==> config.mk <==
export PLATFORM = sky130hd
export DESIGN_NAME = hzd_unit
export DESIGN_NICKNAME = d
export VERILOG_FILES = /design/src/rtl/hzd_pkg.sv /design/src/rtl/hzd_datapath.sv /design/src/rtl/hzd_control.sv /design/src/rtl/hzd_unit.sv
export SDC_FILE = /design/constraint.sdc
export NUM_CORES = 1
export LEC_CHECK = 0
export ABC_AREA = 1
export CORE_UTILIZATION = 29
export DETAILED_ROUTE_END_ITERATION = 10
export MAX_ROUTING_LAYER = met4
export PLACE_DENSITY_LB_ADDON = 0.12
export SYNTH_ARGS = -nofsm -noshare
export SYNTH_HDL_FRONTEND = slang
export SYNTH_SLANG_ARGS = --single-unit
==> constraint.sdc <==
create_clock -name vclk -period 1.7
set_input_delay 0.425 -clock vclk [all_inputs]
set_output_delay 0.425 -clock vclk [all_outputs]
set_load 0.1 [all_outputs]
==> src/rtl/hzd_pkg.sv <==
package hzd_pkg;
  // Causes detected by the datapath, consumed by the control
  typedef struct packed {
    logic rawHit;
    logic memBusy;
    logic mispredict;
  } hzdCause_t;

  // Strobes from control back to the datapath and the pipeline
  typedef struct packed {
    logic holdPc;
    logic holdDec;
    logic killDec;
    logic killEx;
    logic redirect;
  } hzdStrobe_t;
endpackage

==> src/rtl/hzd_datapath.sv <==
module hzd_datapath
  import hzd_pkg::*;
#(
  parameter int REG_W    = 5,
  parameter int PC_W     = 32,
  parameter int NUM_SRC  = 2,
  parameter int NUM_PROD = 3
) (
  input  logic                              decValid,
  input  logic [NUM_SRC-1:0][REG_W-1:0]     decSrc,
  input  logic [NUM_SRC-1:0]                decUse,
  input  logic [NUM_PROD-1:0]               prodValid,
  input  logic [NUM_PROD-1:0]               prodWrite,
  input  logic [NUM_PROD-1:0][REG_W-1:0]    prodDest,
  input  logic                              memValid,
  input  logic                              memAccess,
  input  logic                              exValid,
  input  logic                              exIsBranch,
  input  logic                              exTaken,
  input  logic                              exPredTaken,
  input  logic [PC_W-1:0]                   exTarget,
  input  logic [PC_W-1:0]                   exSeqPc,
  input  hzdStrobe_t                        strobe,
  output hzdCause_t                         cause,
  output logic [PC_W-1:0]                   redirectPc
);
  localparam int NUM_PAIR = NUM_SRC * NUM_PROD;

  logic [NUM_PAIR-1:0] pairHit;

  // One comparator per (source, producer) pair
  for (genvar s = 0; s < NUM_SRC; s++) begin : g_src
    for (genvar p = 0; p < NUM_PROD; p++) begin : g_prod
      assign pairHit[s*NUM_PROD + p] = decUse[s]
                                     && (decSrc[s] != '0)
                                     && prodValid[p]
                                     && prodWrite[p]
                                     && (prodDest[p] == decSrc[s]);
    end
  end

  always_comb begin
    cause.rawHit     = decValid && (|pairHit);
    cause.memBusy    = memValid && memAccess;
    cause.mispredict = exValid && exIsBranch && (exTaken != exPredTaken);
  end

  always_comb begin
    redirectPc = '0;
    if (strobe.redirect) begin
      redirectPc = exTaken ? exTarget : exSeqPc;
    end
  end
endmodule

==> src/rtl/hzd_control.sv <==
module hzd_control
  import hzd_pkg::*;
(
  input  hzdCause_t  cause,
  output hzdStrobe_t strobe
);
  always_comb begin
    strobe = '0;
    if (cause.mispredict) begin
      // squash wins over any stall
      strobe.killDec  = 1'b1;
      strobe.killEx   = 1'b1;
      strobe.redirect = 1'b1;
    end else begin
      if (cause.rawHit) begin
        strobe.holdPc  = 1'b1;
        strobe.holdDec = 1'b1;
        strobe.killEx  = 1'b1;
      end
      if (cause.memBusy) begin
        strobe.holdPc  = 1'b1;
        strobe.killDec = !cause.rawHit;
      end
    end
  end
endmodule

==> src/rtl/hzd_unit.sv <==
module hzd_unit
  import hzd_pkg::*;
#(
  parameter int REG_W = 5,
  parameter int PC_W  = 32
) (
  input  logic             clk,
  input  logic             rstN,
  input  logic             decValid,
  input  logic [REG_W-1:0] decSrc1,
  input  logic [REG_W-1:0] decSrc2,
  input  logic             decUse1,
  input  logic             decUse2,
  input  logic             exValid,
  input  logic             exRegWrite,
  input  logic [REG_W-1:0] exDest,
  input  logic             exIsBranch,
  input  logic             exTaken,
  input  logic             exPredTaken,
  input  logic [PC_W-1:0]  exTarget,
  input  logic [PC_W-1:0]  exSeqPc,
  input  logic             memValid,
  input  logic             memRegWrite,
  input  logic [REG_W-1:0] memDest,
  input  logic             memAccess,
  input  logic             wbValid,
  input  logic             wbRegWrite,
  input  logic [REG_W-1:0] wbDest,
  output logic             holdPc,
  output logic             holdIfId,
  output logic             nopIfId,
  output logic             nopIdEx,
  output logic             redirectValid,
  output logic [PC_W-1:0]  redirectPc
);
  localparam int NUM_SRC  = 2;
  localparam int NUM_PROD = 3;

  // clock and reset serve the bound checker only
  logic unusedClkRst;
  assign unusedClkRst = clk ^ rstN;

  hzdCause_t  cause;
  hzdStrobe_t strobe;

  logic [NUM_SRC-1:0][REG_W-1:0]  srcVec;
  logic [NUM_SRC-1:0]             useVec;
  logic [NUM_PROD-1:0]            prodValid;
  logic [NUM_PROD-1:0]            prodWrite;
  logic [NUM_PROD-1:0][REG_W-1:0] prodDest;

  assign srcVec    = {decSrc2, decSrc1};
  assign useVec    = {decUse2, decUse1};
  assign prodValid = {wbValid, memValid, exValid};
  assign prodWrite = {wbRegWrite, memRegWrite, exRegWrite};
  assign prodDest  = {wbDest, memDest, exDest};

  hzd_datapath #(
    .REG_W(REG_W), .PC_W(PC_W), .NUM_SRC(NUM_SRC), .NUM_PROD(NUM_PROD)
  ) u_dp (
    .decValid   (decValid),
    .decSrc     (srcVec),
    .decUse     (useVec),
    .prodValid  (prodValid),
    .prodWrite  (prodWrite),
    .prodDest   (prodDest),
    .memValid   (memValid),
    .memAccess  (memAccess),
    .exValid    (exValid),
    .exIsBranch (exIsBranch),
    .exTaken    (exTaken),
    .exPredTaken(exPredTaken),
    .exTarget   (exTarget),
    .exSeqPc    (exSeqPc),
    .strobe     (strobe),
    .cause      (cause),
    .redirectPc (redirectPc)
  );

  hzd_control u_ctl (
    .cause (cause),
    .strobe(strobe)
  );

  assign holdPc        = strobe.holdPc;
  assign holdIfId      = strobe.holdDec;
  assign nopIfId       = strobe.killDec;
  assign nopIdEx       = strobe.killEx;
  assign redirectValid = strobe.redirect;
endmodule

==> out/qor.csv <==
metric;value;unit
WL per Instance;14.2;µm
LEAKAGE;1.58;nW
final setup TNS;-5.43;ns
vias per cell;4.86;
global-route wire length before repair;9560;µm
Area Overhead vs Synth;185;%
Crit path arrival time;1.60;ns
CLK BUF;0;
drt first pass iters;4;
commonest non-fill, non-tap cells in the layout;131 x nand2_1, 67 x clkdlybuf4s50_1, 43 x buf_12;
Mapped Cells;269;
worst-path cell chain;buf_2, nand2_1, nand2_1, nor2_1, nand3_1, nand3_1, nand2_1, nand2_2, nand3_4, clkinvlp_4, buf_12;
Antenna Nets Post-Route;0;
setup ws final;-0.327;ns
WP buf/inv;3;
Row Count;23;
most common cell after layout, fill and taps aside;nand2_1;
post-route clock period utilization;119;%
hpwl dp;5490;µm
CP Capture Type;output port;
unrepaired setup endpoints after global routing;true;
Initial Util;30.6;%
final setup violation count;36;
Die ar.;4510;µm²
YS warnings;0;
Hold Crit Depth;4;
register share of total power;0;%
HP Class;primary input to output port;
Hold Fails Final Rpt;0;
First DRT Iteration DRCs;100;
violated checks;negative setup slack;
CP max FO;6;
status;complete, but fails checks;
vias in the first global route;2064;
Max IR drop VDD;257;µV
fin. max-slew vios;0;
GRT Overall Usage;28.3;%
pwr dens;290;nW/µm²
Multi-input gate area;1360;µm²
crit path kind;primary input to output port;
DRC Markers;0;
Layout fillers;223;
CP Capture Point;holdIfId;
Max-Cap Viols;0;
logic gate share of total power;100.0;%
chip width;67.2;µm
routability cong.;1.00;
crit path launch;decSrc1[4];
CP top delay family;simple AND/OR/NAND/NOR gates;
Clock Power Share;0;%
slowest CP cell;buf_12;
routed via count;2282;
pin count of the biggest net entering global routing;17;
hold buffers post-CTS;0;
crit-path most repeated cell;nand2_1;
Crit path depth;11;
Worst setup SP type;primary input;
Synth Cell Area;1230;µm²
FMAX;0.493;GHz
Internal Power;451;µW
syn_nets;373;
boundary pin count;141;
CP peak stage delay;0.17;ns
IO buf count;139;
share of layout cells above drive strength 1;39.9;%
total core area;4030;µm²
grt total ovfl;0;
final wirelength;6660;µm
Slew Limit Headroom;87.0;%
Worst Tran Pin Value;0.195;ns
count of cell types in the netlist;18;
Total Power;1.01;mW
Net Switching;564;µW
Required @ worst endpoint;1.27;ns
post-layout min period;2.03;ns
Sw Share;55.6;%
initial antenna violation count;1;
fin nets;525;
Post-Syn Area per Cell;4.58;µm²
Die H;67.2;µm
count of flip-flops and latches;0;
part of the Yosys area used for sequential elements;0;%
sequential cell area;0;µm²
## timing repair
action / 4_1_cts / 5_1_grt
endpoints found under the setup margin: 37 / 36
gates cloned: 1 / 0
resized for setup: 183 / 21
pin swaps: 43 / 26
setup buffers: 2 / 0
## per-stage QoR
| stage | hold slack (ns) | setup WS [ns] | instance area (µm²) | instances | utilization (%) |
|---|---|---|---|---|---|
| after floorplan | 1.10 | -0.573 | 1540 | 269 | - |
| after global placement | 1.56 | -0.794 | 3460 | 466 | 86.0 |
| after detailed placement | 1.57 | -0.863 | 3460 | 466 | 86.0 |
| after CTS | 1.37 | -0.291 | 3440 | 469 | 85.5 |
| after global routing | 1.35 | -0.390 | 3510 | 470 | 87.0 |
| final | 1.32 | -0.327 | 3510 | 470 | 87.0 |
## cell type report
type               count  share of cell area, %
repair buffers       159                   54.7
multi-input cells    225                   38.9
well taps             50                   1.78
diodes                 1                 0.0714
repair inverters       1                  0.250
inverters             34                   4.25
## logic make-up (layout without fill, tap and decap cells)
| family | after synthesis | in the layout | share of synthesized area [%] |
|---|---|---|---|
| compound gates | 43 | 43 | 26.2 |
| buf+inv | 44 | 194 | 16.4 |
| other cells | 0 | 1 | 0 |
| simple gates | 182 | 182 | 57.4 |
## synth_stat cells, drive strengths merged
master  count  area [µm²]
o21ai      10        50.0
clkbuf      5        18.8
nand3       9        45.0
inv        34         133
o21a        1        7.51
buf         5        50.0
nand2     146         548
nand4       2        12.5
nor2       24        90.1
a21oi      32         265
and3        1        11.3
## power by group through the flow
stage | combinational, mW | sequential (mW) | clock, mW
after floorplan | 0.512 | 0 | 0
after global placement | 0.972 | 0 | 0
after detailed placement | 0.989 | 0 | 0
after CTS | 0.995 | 0 | 0
after global routing | 1.07 | 0 | 0.0000000786
final | 1.01 | 0 | 0.0000000787
## per-layer routing
| metal | GRT usage (%) | wire length, µm | share of wire (%) | vias to the layer above |
|---|---|---|---|---|
| met1 | 32.5 | 2550 | 38 | 1030 |
| met4 | 3.46 | 93 | 1.4 | 0 |
| li1 | - | - | - | 1135 |
| met2 | 52.0 | 3430 | 51 | 107 |
| met5 | - | 0 | 0 | - |
| met3 | 4.73 | 593 | 8.9 | 10 |
## worst min-delay path, cell delays in order
cell and delay (ns):
dlymetal6s2s_1 0.15, nand2_2 0.10, a21oi_4 0.06, buf_12 0.16
## how the worst min path moves through the flow
stage	end	startpoint	slack, ns
3_3_place_gp	redirectPc[2]	exSeqPc[2]	1.56
6_report	redirectPc[10]	exTarget[10]	1.32
3_5_place_dp	redirectPc[15]	exSeqPc[15]	1.57
2_1_floorplan	redirectValid	exValid	1.10
5_1_grt	redirectPc[10]	exTarget[10]	1.35
4_1_cts	nopIfId	memValid	1.37
Note: power is estimated with default switching activity, not from simulation.
